==> src/rtl/spi_pkg.sv <==
// Package: shared register addresses, control/status bit positions,
// the control register type and the shift engine state type.
package spi_pkg;

    // Register word addresses on the simple register port
    localparam logic [1:0] ADR_CTRL = 2'd0;
    localparam logic [1:0] ADR_STAT = 2'd1;
    localparam logic [1:0] ADR_TXD  = 2'd2;
    localparam logic [1:0] ADR_RXD  = 2'd3;

    // Control bit positions
    localparam int B_FIFO   = 8;
    localparam int B_LSB    = 7;
    localparam int B_CSVAL  = 6;
    localparam int B_CSMAN  = 5;
    localparam int B_TXCIE  = 4;
    localparam int B_OVRIE  = 3;

    // Status bit positions
    localparam int S_TXC    = 0;
    localparam int S_OVR    = 1;
    localparam int S_RXAV   = 2;
    localparam int S_TXFULL = 3;
    localparam int S_BUSY   = 4;
    localparam int S_LVL    = 8;

    typedef struct packed {
        logic fifo_en;
        logic lsb_first;
        logic cs_val;
        logic cs_manual;
        logic txc_ie;
        logic ovr_ie;
    } ctrl_t;

    localparam ctrl_t CTRL_RST = '{fifo_en: 1'b0, lsb_first: 1'b0, cs_val: 1'b1,
                                   cs_manual: 1'b0, txc_ie: 1'b0, ovr_ie: 1'b0};

    typedef enum logic [2:0] {
        ST_IDLE,
        ST_SETUP,
        ST_HI,
        ST_LO,
        ST_TRAIL
    } eng_state_t;

endpackage

==> src/rtl/spi_qbuf.sv <==
// Module: spi_qbuf
// A first-in first-out store whose capacity is switched at run time.
// It holds DEPTH entries normally, or one entry when 'single' is high.
// Assumes: a push into a full store and a pop from an empty store are
// ignored, and flush takes priority over push and pop in the same cycle.
module spi_qbuf #(
    parameter int DEPTH = 8,
    parameter int WIDTH = 8
) (
    input  logic             clk,
    input  logic             rst_n,
    input  logic             flush,
    input  logic             single,
    input  logic             push,
    input  logic [WIDTH-1:0] wdata,
    input  logic             pop,
    output logic [WIDTH-1:0] rdata,
    output logic             empty,
    output logic             full,
    output logic [$clog2(DEPTH+1)-1:0] level
);
    localparam int AW = (DEPTH > 1) ? $clog2(DEPTH) : 1;
    localparam int CW = $clog2(DEPTH+1);

    logic [WIDTH-1:0] mem [DEPTH];
    logic [AW-1:0]    wp, rp;
    logic [CW-1:0]    cnt;
    logic             do_push, do_pop;

    assign empty   = (cnt == '0);
    assign full    = single ? (cnt != '0) : (cnt == CW'(DEPTH));
    assign do_push = push && !full;
    assign do_pop  = pop && !empty;
    assign rdata   = mem[rp];
    assign level   = cnt;

    // Next pointer value with wrap for any depth
    function automatic logic [AW-1:0] bump(input logic [AW-1:0] p);
        return (p == AW'(DEPTH-1)) ? '0 : p + 1'b1;
    endfunction

    // Storage write on an accepted push
    always_ff @(posedge clk) begin
        if (do_push) mem[wp] <= wdata;
    end

    // Pointer and occupancy bookkeeping
    always_ff @(posedge clk) begin
        if (!rst_n || flush) begin
            wp  <= '0;
            rp  <= '0;
            cnt <= '0;
        end else begin
            if (do_push) wp <= bump(wp);
            if (do_pop)  rp <= bump(rp);
            case ({do_push, do_pop})
                2'b10:   cnt <= cnt + 1'b1;
                2'b01:   cnt <= cnt - 1'b1;
                default: cnt <= cnt;
            endcase
        end
    end

endmodule

==> src/rtl/spi_shift_engine.sv <==
// Module: spi_shift_engine
// Serial shifter in clock mode 0. It takes a word from the transmit store,
// runs 8 serial clock periods of 2*HALF system clocks each, and hands the
// captured word to the receive store. Bit order is set by reversing the
// word at load and at unload, so the shift register always moves left.
// Assumes: lsb_first and fifo_mode stay stable while a word is in flight.
module spi_shift_engine
    import spi_pkg::*;
#(
    parameter int DATA_W = 8,
    parameter int HALF   = 2
) (
    input  logic              clk,
    input  logic              rst_n,
    input  logic              fifo_mode,
    input  logic              lsb_first,
    input  logic              tx_valid,
    input  logic [DATA_W-1:0] tx_data,
    output logic              tx_pop,
    output logic              rx_push,
    output logic [DATA_W-1:0] rx_data,
    input  logic              miso,
    output logic              sck,
    output logic              mosi,
    output logic              active
);
    localparam int HCW = (HALF > 1) ? $clog2(HALF) : 1;
    localparam int BW  = (DATA_W > 1) ? $clog2(DATA_W) : 1;

    eng_state_t        st;
    logic [HCW-1:0]    hcnt;
    logic [BW-1:0]     bcnt;
    logic [DATA_W-1:0] tsh, rsh;
    logic [DATA_W-1:0] tx_rev, rx_rev, load_word;
    logic              half_end, last_bit, word_end, chain;

    // Bit reversal networks for the least-significant-first order
    for (genvar i = 0; i < DATA_W; i++) begin : g_rev
        assign tx_rev[i] = tx_data[DATA_W-1-i];
        assign rx_rev[i] = rsh[DATA_W-1-i];
    end

    assign load_word = lsb_first ? tx_rev : tx_data;
    assign half_end  = (hcnt == HCW'(HALF-1));
    assign last_bit  = (bcnt == BW'(DATA_W-1));
    assign word_end  = (st == ST_HI) && half_end && last_bit;
    assign chain     = word_end && fifo_mode && tx_valid;

    assign tx_pop  = ((st == ST_IDLE) && tx_valid) || chain;
    assign rx_push = word_end;
    assign rx_data = lsb_first ? rx_rev : rsh;
    assign sck     = (st == ST_HI);
    assign mosi    = tsh[DATA_W-1];
    assign active  = (st != ST_IDLE);

    // Transfer sequencer: setup half, 8 high/low bit periods, trailing half
    always_ff @(posedge clk) begin
        if (!rst_n) begin
            st   <= ST_IDLE;
            hcnt <= '0;
            bcnt <= '0;
            tsh  <= '0;
            rsh  <= '0;
        end else begin
            case (st)
                ST_IDLE: begin
                    hcnt <= '0;
                    if (tx_valid) begin
                        tsh  <= load_word;
                        bcnt <= '0;
                        st   <= ST_SETUP;
                    end
                end
                ST_SETUP, ST_LO: begin
                    if (half_end) begin
                        hcnt <= '0;
                        rsh  <= {rsh[DATA_W-2:0], miso};
                        st   <= ST_HI;
                    end else begin
                        hcnt <= hcnt + 1'b1;
                    end
                end
                ST_HI: begin
                    if (half_end) begin
                        hcnt <= '0;
                        if (last_bit) begin
                            bcnt <= '0;
                            if (chain) begin
                                tsh <= load_word;
                                st  <= ST_LO;
                            end else begin
                                st  <= ST_TRAIL;
                            end
                        end else begin
                            tsh  <= {tsh[DATA_W-2:0], 1'b0};
                            bcnt <= bcnt + 1'b1;
                            st   <= ST_LO;
                        end
                    end else begin
                        hcnt <= hcnt + 1'b1;
                    end
                end
                ST_TRAIL: begin
                    if (half_end) begin
                        hcnt <= '0;
                        st   <= ST_IDLE;
                    end else begin
                        hcnt <= hcnt + 1'b1;
                    end
                end
                default: st <= ST_IDLE;
            endcase
        end
    end

endmodule

==> src/rtl/spi_regs.sv <==
// Module: spi_regs
// Register file: control register, sticky overrun flag, status readback,
// and the strobes that feed the two stores. It also produces both
// interrupt outputs.
// Assumes: the read data path is combinational, and a read of the receive
// address pops the store in the same cycle.
module spi_regs
    import spi_pkg::*;
#(
    parameter int REG_W  = 16,
    parameter int DATA_W = 8,
    parameter int LVL_W  = 4
) (
    input  logic              clk,
    input  logic              rst_n,
    input  logic              wr,
    input  logic              rd,
    input  logic [1:0]        addr,
    input  logic [REG_W-1:0]  wdata,
    output logic [REG_W-1:0]  rdata,
    output ctrl_t             ctrl,
    output logic              q_flush,
    output logic              tx_push,
    output logic [DATA_W-1:0] tx_wdata,
    output logic              rx_pop,
    input  logic              eng_active,
    input  logic              tx_empty,
    input  logic              tx_full,
    input  logic              rx_empty,
    input  logic              rx_full,
    input  logic              rx_push,
    input  logic [DATA_W-1:0] rx_head,
    input  logic [LVL_W-1:0]  rx_level,
    output logic              ovr_flag,
    output logic              irq_txc,
    output logic              irq_ovr
);
    logic ctrl_wr, stat_wr, txc, ovr_event;
    logic unused_wbits;

    assign unused_wbits = ^wdata[REG_W-1:B_FIFO+1];
    assign ctrl_wr   = wr && (addr == ADR_CTRL);
    assign stat_wr   = wr && (addr == ADR_STAT);
    assign q_flush   = ctrl_wr && (wdata[B_FIFO] != ctrl.fifo_en);
    assign tx_push   = wr && (addr == ADR_TXD);
    assign tx_wdata  = wdata[DATA_W-1:0];
    assign rx_pop    = rd && (addr == ADR_RXD);
    assign ovr_event = rx_push && rx_full;
    assign txc       = !eng_active && tx_empty;
    assign irq_txc   = txc && ctrl.txc_ie;
    assign irq_ovr   = ovr_flag && ctrl.ovr_ie;

    // Control register update
    always_ff @(posedge clk) begin
        if (!rst_n) begin
            ctrl <= CTRL_RST;
        end else if (ctrl_wr) begin
            ctrl <= '{fifo_en:   wdata[B_FIFO],
                      lsb_first: wdata[B_LSB],
                      cs_val:    wdata[B_CSVAL],
                      cs_manual: wdata[B_CSMAN],
                      txc_ie:    wdata[B_TXCIE],
                      ovr_ie:    wdata[B_OVRIE]};
        end
    end

    // Sticky overrun flag; a new overrun wins over a clear in the same cycle
    always_ff @(posedge clk) begin
        if (!rst_n) begin
            ovr_flag <= 1'b0;
        end else if (ovr_event) begin
            ovr_flag <= 1'b1;
        end else if (stat_wr && wdata[S_OVR]) begin
            ovr_flag <= 1'b0;
        end
    end

    // Read data multiplexer
    always_comb begin
        rdata = '0;
        case (addr)
            ADR_CTRL: begin
                rdata[B_FIFO]  = ctrl.fifo_en;
                rdata[B_LSB]   = ctrl.lsb_first;
                rdata[B_CSVAL] = ctrl.cs_val;
                rdata[B_CSMAN] = ctrl.cs_manual;
                rdata[B_TXCIE] = ctrl.txc_ie;
                rdata[B_OVRIE] = ctrl.ovr_ie;
            end
            ADR_STAT: begin
                rdata[S_TXC]            = txc;
                rdata[S_OVR]            = ovr_flag;
                rdata[S_RXAV]           = !rx_empty;
                rdata[S_TXFULL]         = tx_full;
                rdata[S_BUSY]           = eng_active;
                rdata[S_LVL +: LVL_W]   = rx_level;
            end
            ADR_RXD: rdata[DATA_W-1:0] = rx_head;
            default: rdata = '0;
        endcase
    end

endmodule

==> src/rtl/spi_fifo_master.sv <==
// Module: spi_fifo_master (top)
// Serial master with a register port, a transmit store and a receive
// store that switch between one word and FIFO_DEPTH words, a clock-mode-0
// shift engine, and chip select that is either automatic or forced.
// Assumes: CLK_DIV is even and at least 2, and REG_W leaves room for the
// control bits and the status level field.
module spi_fifo_master
    import spi_pkg::*;
#(
    parameter int DATA_W     = 8,
    parameter int FIFO_DEPTH = 8,
    parameter int CLK_DIV    = 4,
    parameter int REG_W      = 16
) (
    input  logic             clk,
    input  logic             rst_n,
    input  logic             reg_wr,
    input  logic             reg_rd,
    input  logic [1:0]       reg_addr,
    input  logic [REG_W-1:0] reg_wdata,
    output logic [REG_W-1:0] reg_rdata,
    output logic             spi_sck,
    output logic             spi_mosi,
    input  logic             spi_miso,
    output logic             spi_cs_n,
    output logic             irq_txc,
    output logic             irq_ovr
);
    localparam int HALF  = CLK_DIV / 2;
    localparam int LVL_W = $clog2(FIFO_DEPTH+1);

    ctrl_t             ctrl_q;
    logic              q_flush, tx_push, rx_pop, eng_active;
    logic [DATA_W-1:0] tx_wdata, tx_head, rx_head, rx_word;
    logic              tx_empty, tx_full, rx_empty, rx_full;
    logic              tx_pop, rx_push, ovr_flag;
    logic [LVL_W-1:0]  rx_level, tx_level_unused;

    spi_regs #(.REG_W(REG_W), .DATA_W(DATA_W), .LVL_W(LVL_W)) u_regs (
        .clk(clk), .rst_n(rst_n), .wr(reg_wr), .rd(reg_rd), .addr(reg_addr),
        .wdata(reg_wdata), .rdata(reg_rdata), .ctrl(ctrl_q), .q_flush(q_flush),
        .tx_push(tx_push), .tx_wdata(tx_wdata), .rx_pop(rx_pop),
        .eng_active(eng_active), .tx_empty(tx_empty), .tx_full(tx_full),
        .rx_empty(rx_empty), .rx_full(rx_full), .rx_push(rx_push),
        .rx_head(rx_head), .rx_level(rx_level), .ovr_flag(ovr_flag),
        .irq_txc(irq_txc), .irq_ovr(irq_ovr)
    );

    spi_qbuf #(.DEPTH(FIFO_DEPTH), .WIDTH(DATA_W)) u_txq (
        .clk(clk), .rst_n(rst_n), .flush(q_flush), .single(!ctrl_q.fifo_en),
        .push(tx_push), .wdata(tx_wdata), .pop(tx_pop), .rdata(tx_head),
        .empty(tx_empty), .full(tx_full), .level(tx_level_unused)
    );

    spi_qbuf #(.DEPTH(FIFO_DEPTH), .WIDTH(DATA_W)) u_rxq (
        .clk(clk), .rst_n(rst_n), .flush(q_flush), .single(!ctrl_q.fifo_en),
        .push(rx_push), .wdata(rx_word), .pop(rx_pop), .rdata(rx_head),
        .empty(rx_empty), .full(rx_full), .level(rx_level)
    );

    spi_shift_engine #(.DATA_W(DATA_W), .HALF(HALF)) u_eng (
        .clk(clk), .rst_n(rst_n), .fifo_mode(ctrl_q.fifo_en),
        .lsb_first(ctrl_q.lsb_first), .tx_valid(!tx_empty), .tx_data(tx_head),
        .tx_pop(tx_pop), .rx_push(rx_push), .rx_data(rx_word), .miso(spi_miso),
        .sck(spi_sck), .mosi(spi_mosi), .active(eng_active)
    );

    // Chip select: forced level in manual mode, else low while shifting
    assign spi_cs_n = ctrl_q.cs_manual ? ctrl_q.cs_val : !eng_active;

endmodule

==> config.mk <==
export PLATFORM = sky130hd
export DESIGN_NAME = spi_fifo_master
export DESIGN_NICKNAME = d
export VERILOG_FILES = /design/src/rtl/spi_pkg.sv /design/src/rtl/spi_qbuf.sv /design/src/rtl/spi_shift_engine.sv /design/src/rtl/spi_regs.sv /design/src/rtl/spi_fifo_master.sv
export SDC_FILE = /design/constraint.sdc
export NUM_CORES = 1
export LEC_CHECK = 0
export ABC_AREA = 1
export CAP_MARGIN = 20
export CORE_ASPECT_RATIO = 1.75
export CORE_MARGIN = 8
export CORE_UTILIZATION = 35
export CTS_CLUSTER_DIAMETER = 150
export DETAILED_ROUTE_END_ITERATION = 12
export PLACE_DENSITY = 0.52
export SLEW_MARGIN = 40
export SYNTH_ARGS = -nofsm -noshare
export SYNTH_HDL_FRONTEND = slang
export SYNTH_SLANG_ARGS = --single-unit
==> constraint.sdc <==
create_clock -name clk -period 3.6 [get_ports clk]
set_input_delay 0.36 -clock clk [delete_from_list [all_inputs] [get_ports clk]]
set_output_delay 0.36 -clock clk [all_outputs]
set_load 0.01 [all_outputs]
==> results of run 1 <==
==> metal layers <==
layer / wire (um) / vias to the layer above / global-route usage
met2: 11100 / 92 / 0.271
li1: - / 2948 / -
met4: 666 / 0 / 0.0770
met1: 7740 / 2703 / 0.143
met5: 0 / - / 0
met3: 533 / 38 / 0.0269
==> registers in the layout, indices dropped and copies added, names as in the netlist, named ones only <==
signal,cells
u_rxq.level,4
u_txq.mem,64
u_eng.rsh,8
u_eng.bcnt,3
u_txq.level,4
u_rxq.mem,64
u_regs.ovr_flag,1
u_regs.ctrl,6
u_txq.wp,3
u_eng.half_end,1
u_eng.tsh,8
u_rxq.rp,3
u_rxq.wp,3
u_eng.st,3
u_txq.rp,3
==> critical path, stage by stage (launching register included) <==
cell and delay, ps:
dfxtp_1 320, inv_1 420, buf_4 350, o21ai_0 110, o221ai_1 180, nand3_1 100
a21oi_1 210, clkdlybuf4s50_1 580
==> power by group <==
| group | switching (mW) | internal [mW] | total [mW] |
|---|---|---|---|
| Combinational | 1.03 | 0.514 | 1.54 |
| Sequential | 0.0911 | 2.41 | 2.51 |
| Clock | 0.780 | 1.06 | 1.84 |
==> layout by cell type (no fill, tap or decap), types with 6 or more instances in the layout <==
| cell type | count |
|---|---|
| buf_4 | 26 |
| o21ai_1 | 6 |
| o211ai_1 | 6 |
| a21oi_1 | 42 |
| dfxtp_1 | 56 |
| o221ai_1 | 10 |
| nand2_1 | 166 |
| nand3_1 | 63 |
| o21ai_0 | 77 |
| clkdlybuf4s50_1 | 32 |
| ha_1 | 21 |
| edfxtp_1 | 128 |
| nor2_1 | 109 |
| inv_1 | 89 |
| clkbuf_16 | 19 |
| nor3_1 | 7 |
==> final cells by class <==
| class | instances | area (sq um) |
|---|---|---|
| tap | 304 | 380 |
| clock buffer | 23 | 500 |
| timing repair buffer | 58 | 515 |
| clock inverter | 9 | 88.8 |
| multi-input combinational | 541 | 2670 |
| inverter | 94 | 355 |
| fill | 2336 | 13700 |
| sequential | 184 | 4960 |
==> through the flow <==
step / setup slack [ps] / hold slack (ps)
after global routing: 425 / 496
after global placement: 776 / 454
final: 545 / 468
after floorplan: 1330 / 439
after CTS: 562 / 471
after detailed placement: 734 / 461
==> cell families after synthesis <==
kind of cell,Yosys count,synth area share
AND/OR/NAND/NOR,359,0.182
XOR/XNOR,2,0.00214
buffers and inverters,131,0.0672
flip-flops,184,0.608
other,1,0.000459
AO/OA/AOI/OAI,154,0.106
adder cells (fa/ha/maj),22,0.0346
==> worst min path at each step <==
stage	end	start	slack (ps)
final	u_eng.bcnt[1]	u_eng.bcnt[1]	470
after global routing	u_eng.bcnt[1]	u_eng.bcnt[1]	500
after CTS	u_eng.bcnt[2]	u_eng.bcnt[2]	470
after detailed placement	u_eng.bcnt[2]	u_eng.bcnt[2]	460
after global placement	u_eng.bcnt[2]	u_eng.bcnt[2]	450
after floorplan	u_eng.rsh[7]	u_eng.rsh[7]	440
==> results.cfg, run 1 <==
[logic_synthesis]
synth_area_leaders = edfxtp_1 47%, dfxtp_1 14%, nand2_1 7.6%
synth_top_area_frac = 0.471
ys_types = 42
async_flop_share = 0
postSynthAreaPerCell_sq_um = 9.58
yosysTopAreaCell = edfxtp_1
yosys-top-cells-count = 166 x nand2_1, 128 x edfxtp_1, 109 x nor2_1
netlist_area_sq_um = 8170
seq_area_frac_synth = 0.608
yosys_warnings = 0
synth_flop_cell = edfxtp_1
yosysMostFrequentCell = nand2_1
syn_inst = 853
synth_seq_cells = 184
synth_edf_count = 128

[worst_setup_path]
start_kind = flop
r2r_end = u_rxq.level[3]
rr_startpoint = u_eng.bcnt[0]
path_class = reg -> out
end_kind = primary output
endpoint = reg_rdata[4]
required_ps = 3240
path_max_fanout = 18
reg2reg_slack_ps = 850
cp.arrival_ps = 2690
rr_worst_depth = 15

[power_and_ir_drop]
irDropWorstVdd_v = 0.000366
powerDensity_nw_per_um2 = 622
leakage_nw = 3.67
power.total_mw = 5.89

[sta]
setup_viol = 0
max_freq_mhz = 327
fin_setup_tns_ps = 0
rsz0062_at_grt = no
fin_skew_ps = 11.3
period_share = 0.848
hold_violations = 0
drv_slew = 0
relSlewSlack = 0.407
finalCriticalPeriod_ps = 3050
tightest_slew_ps = 880

[global_routing]
grt_overflow_total = 0
grt_pass1_vias = 5945
grt_max_degree = 36
antenna_found_initial = 0
track_usage = 0.142
grt_pass1_wl_mm = 31.5

[routing]
post_drt_wl_per_cell_um = 16.5
routed_wl_mm = 20.0
ant_nets = 0
vias = 5781
drt_iter0_markers = 313
first_pass_iters = 4
drc = 0
via_per_inst = 4.77

[layout]
antenna_cells = 0
fin_util = 0.409
fin_nets = 941
drive_gt1_frac = 0.0792
fin_cells = 1213
final_cell_area_sq_um = 9470
area_growth_pct = 15.9

[clock_tree]
cts_buffers = 17
cts_resized = 0
postCtsSetupBuffers = 0
cts_tree = built
clkTransAtPathRegs_ps = 70
numClockSinks = 184
cts_root_buf = clkbuf_16
htreeDepth = 4
cts.hold.buffers_added = 0
clk_latency_ps = 420
cts_max_path_buffers = 2

[floorplan]
initial_core_util = 0.353
die_area_sq_um = 28700
die_w_um = 131
rows = 74
io_pins = 44
dieHeight_um = 218
coreArea_sq_um = 23100

[placement]
port_buffers = 32
dp.cells = 1181
dpl-instance-area_sq_um = 8880
gp_congestion = 0.844
dp_hpwl_mm = 14.4

[job]
drv_cap = 0

[min_path]
min_path_cells = 2
hp-class = reg -> reg

[run_status]
status = completed
(Power assumes the default switching activity.)
==> inputs of run 2 (changes only) <==
PLACE_DENSITY = 0.54   (was 0.52)
clock period = 2.6 ns   (was 3.6 ns; I/O delays follow)
==> results.cfg, run 2 (synthesis gave the netlist of run 1 again) <==
[power_and_ir_drop]
p_switching_mw = 2.66
leakage_nw = 3.88
switching_share = 0.327
p_clk_frac = 0.304
pwr-share-comb = 0.272
power.total_mw = 8.14
p_int_mw = 5.48
seqPwrFrac = 0.424
irDropWorstVdd_v = 0.000687
powerDensity_nw_per_um2 = 840

[layout]
fillers = 2319
antenna_cells = 0
top_regs = u_rxq.mem (64), u_txq.mem (64)
final_common_cell = nand2_1
fin_nets = 965
final_cell_mix = 165 x nand2_1, 128 x edfxtp_1, 109 x nor2_1, 89 x inv_1, 77 x o21ai_0
drive_gt1_frac = 0.113
fin_cells = 1237
area_growth_pct = 18.6

[sta]
setup_viol = 0
period_share = 0.951
fin_setup_tns_ps = 0
rsz0062_at_grt = no
fin_skew_ps = 11.0
hold_violations = 0
relSlewSlack = 0.645
tightest_slew_ps = 529
drv_slew = 0
finalCriticalPeriod_ps = 2470
worst_slack_ps = 128
max_freq_mhz = 404
holdWs_ps = 469

[clock_tree]
htreeDepth = 4
numClockSinks = 184
clkTransAtPathRegs_ps = 70
cts_buffers = 17
cts_max_path_buffers = 2
cts_tree = built
cts.hold.buffers_added = 0
clk_latency_ps = 440
cts_root_buf = clkbuf_16

[worst_setup_path]
reg2reg_slack_ps = 280
rr_worst_depth = 16
required_ps = 2340
cp.arrival_ps = 2210
path_max_fanout = 16
path_class = reg -> out
r2r_end = u_rxq.level[3]
start_kind = flop
rr_startpoint = u_eng.bcnt[0]
end_kind = primary output

[floorplan]
dieHeight_um = 218
die_w_um = 131
coreArea_sq_um = 23100
rows = 74
initial_core_util = 0.353
io_pins = 44
die_area_sq_um = 28700

[global_routing]
grt_pass1_wl_mm = 32.4
grt_overflow_total = 0
track_usage = 0.146
grt_max_degree = 36
antenna_found_initial = 0
grt_pass1_vias = 6113

[routing]
ant_nets = 0
via_per_inst = 4.82
post_drt_wl_per_cell_um = 16.5
drt_iter0_markers = 389
vias = 5967
drc = 0
first_pass_iters = 5
routed_wl_mm = 20.4

[min_path]
min_to = u_eng.bcnt[1]
hp-class = reg -> reg
min_path_cells = 2
worstHoldStart = u_eng.bcnt[1]

[job]
drv_cap = 0

[placement]
dp_slack_ps = 77.9
gp_congestion = 0.855
dp.cells = 1203
dp_hpwl_mm = 14.7
port_buffers = 32

[run_status]
status = completed
[run 2: power by group through the flow]
stage	Clock (mW)	Sequential, mW	Combinational [mW]
after floorplan	0	3.48	1.65
after detailed placement	0	3.51	2.24
after global routing	2.64	3.47	2.56
after CTS	2.53	3.45	2.25
final	2.48	3.45	2.21
after global placement	0	3.51	2.22
[run 2: how the worst max path moves through the flow]
stage | endpoint | slack, ps | from
4_1_cts | reg_rdata[3] | 4 | u_txq.level[2]
5_1_grt | reg_rdata[5] | 20 | flop
2_1_floorplan | u_rxq.level[3] | 330 | u_eng.bcnt[0]
6_report | reg_rdata[2] | 130 | flop
3_3_place_gp | u_rxq.level[3] | 110 | reg_addr[1]
3_5_place_dp | u_rxq.level[3] | 80 | reg_addr[1]
[run 2: critical path, cell delays in order (launching register included)]
cell,delay [ps]
dfxtp_4,370
inv_1,110
buf_6,180
o21ai_0,110
o221ai_1,220
o211ai_1,140
nand2_1,90
clkdlybuf4s50_1,560
[run 2: metrics by stage]
step / area [sq um] / util
6_report: 9690 / 0.419
4_1_cts: 9640 / 0.417
2_1_floorplan: 8180 / -
3_3_place_gp: 9060 / 0.391
5_1_grt: 9690 / 0.419
3_5_place_dp: 9060 / 0.391
[run 2: routing by layer]
metal	global-route usage	routed length, um
met3	0.0253	589
met5	0	0
met1	0.147	7940
met4	0.0492	284
met2	0.292	11600
[run 2: cell type report]
type | instances | area (sq um) | share of cell area
Inverter | 94 | 359 | 0.0371
Sequential cell | 184 | 4970 | 0.513
Clock inverter | 9 | 62.6 | 0.00646
Timing Repair Buffer | 82 | 731 | 0.0754
Tap cell | 304 | 380 | 0.0393
Clock buffer | 23 | 500 | 0.0516
Multi-Input combinational cell | 541 | 2680 | 0.277
[run 2: what timing repair did]
| item | in CTS | in global routing |
|---|---|---|
| gates resized for setup | 3 | 21 |
| endpoints found under the setup margin | 6 | 10 |
| pin swaps | 0 | 2 |
| buffers inserted | 2 | 0 |
==> inputs of run 3 (changes only) <==
CORE_MARGIN = unset   (was 8)
==> results.cfg, run 3 (synthesis gave the netlist of run 1 again) <==
[run_status]
status = completed

[clock_tree]
cts_root_buf = clkbuf_16
numClockSinks = 184
clk_latency_ps = 440
cts.hold.buffers_added = 0
htreeDepth = 4
clkTransAtPathRegs_ps = 70
cts_tree = built
cts_buffers = 17
cts_max_path_buffers = 2

[worst_setup_path]
cp_top_family = buffers and inverters
cp.arrival_ps = 2230
slowest_stage = clkdlybuf4s50_1
slowest_delay_ps = 560
start_kind = flop
required_ps = 2340
worst-path-buf-inv = 2
end_kind = primary output
path_class = reg -> out
cp_cell_sequence = buf_12, o21ai_0, o221ai_1, nand3_1, a21oi_1, clkdlybuf4s50_1
path_max_fanout = 27

[global_routing]
grt_max_degree = 36
grt_overflow_total = 0
grt_pass1_wl_mm = 31.8
antenna_found_initial = 0
track_usage = 0.176
grt_pass1_vias = 6080

[layout]
top_regs = u_rxq.mem (64), u_txq.mem (64)
area_growth_pct = 19.5
final_cell_mix = 166 x nand2_1, 128 x edfxtp_1, 109 x nor2_1, 89 x inv_1, 81 x o21ai_0
drive_gt1_frac = 0.117
fin_cells = 1235
final_cell_area_sq_um = 9770
fillers = 2229
antenna_cells = 0
fin_nets = 967
final_common_cell = nand2_1

[min_path]
hp-class = reg -> reg

[sta]
hold_violations = 0
relSlewSlack = 0.421
worst_slack_ps = 111
fin_setup_tns_ps = 0
fin_skew_ps = 10.7
finalCriticalPeriod_ps = 2490
rsz0062_at_grt = no
max_freq_mhz = 402
period_share = 0.957
drv_slew = 0
tightest_slew_ps = 859
setup_viol = 0

[placement]
dpl-instance-area_sq_um = 9070
dp.cells = 1201
gp_congestion = 0.817
dp_hpwl_mm = 14.1
port_buffers = 32
dp_slack_ps = 71.3

[power_and_ir_drop]
power.total_mw = 8.51
leakage_nw = 3.93
powerDensity_nw_per_um2 = 871
irDropWorstVdd_v = 0.000787

[routing]
via_per_inst = 4.83
first_pass_iters = 5
drc = 0
routed_wl_mm = 19.8
drt_iter0_markers = 280
ant_nets = 0
vias = 5969
post_drt_wl_per_cell_um = 16.0

[floorplan]
coreArea_sq_um = 22800
dieHeight_um = 204
die_area_sq_um = 24000
die_w_um = 117
initial_core_util = 0.358
io_pins = 44
rows = 73

[job]
drv_cap = 0
run 3: changes by cell type in the layout (fill, tap and decap cells not counted), moves of 3 or more:
cell       delta
inv_8         +4
o21ai_0       +4
o21ai_1       -4
clkinv_2      -3
clkbuf_1      -3
bufinv_16     +3
run 3: final timing paths:
kind / startpoint / endpoint / slack (ps) / depth (start not counted)
min: u_eng.rsh[7] / u_eng.rsh[7] / 470 / 2
min reg2reg: u_eng.rsh[7] / u_eng.rsh[7] / 470 / 2
max reg2reg: u_eng.bcnt[0] / u_rxq.level[3] / 300 / 15
max: flop / reg_rdata[5] / 110 / 6
run 3: layout make-up:
type	count	area [sq um]	share of cell area
Clock buffer	17	425	0.0436
Clock inverter	15	204	0.0209
Inverter	94	359	0.0368
Sequential cell	184	4970	0.509
Multi-Input combinational cell	541	2690	0.275
Tap cell	300	375	0.0384
Timing Repair Buffer	83	733	0.0751
Timing Repair inverter	1	5.00	0.000512
run 3: layer usage:
metal,wire [um],GRT usage
met3,616,0.0304
met5,0,0
met1,7750,0.186
met2,10600,0.330
met4,744,0.0934
run 3: through the flow:
step | utilization | hold slack (ps)
3_3_place_gp | 0.397 | 454
2_1_floorplan | - | 359
6_report | 0.428 | 474
5_1_grt | 0.428 | 503
4_1_cts | 0.426 | 475
3_5_place_dp | 0.397 | 464
run 3: worst register-to-register path, stage by stage (launching register included):
cell and delay, ps:
dfxtp_1 350, ha_1 160, ha_1 160, inv_1 80, nor3_4 210, nand2_1 110, ha_1 230, ha_1 270
nand2_1 60, nand2_1 50, a21oi_1 150, nor2_1 60, nor2_1 80, nand2_1 70, o21ai_1 110, a21oi_1 50
run 3: where the power goes:
group	switching, mW	leakage, nW	internal (mW)
Clock	1.20	0.307	1.56
Combinational	1.49	2.02	0.803
Sequential	0.113	1.60	3.34
run 3: repair_timing:
action / 4_1_cts / 5_1_grt
setup buffers: 1 / 0
setup endpoints to repair: 6 / 25
pin swaps: 1 / 2
resized for setup: 9 / 12
endpoints found under the hold margin: 0 / 0
gates cloned: 1 / 0
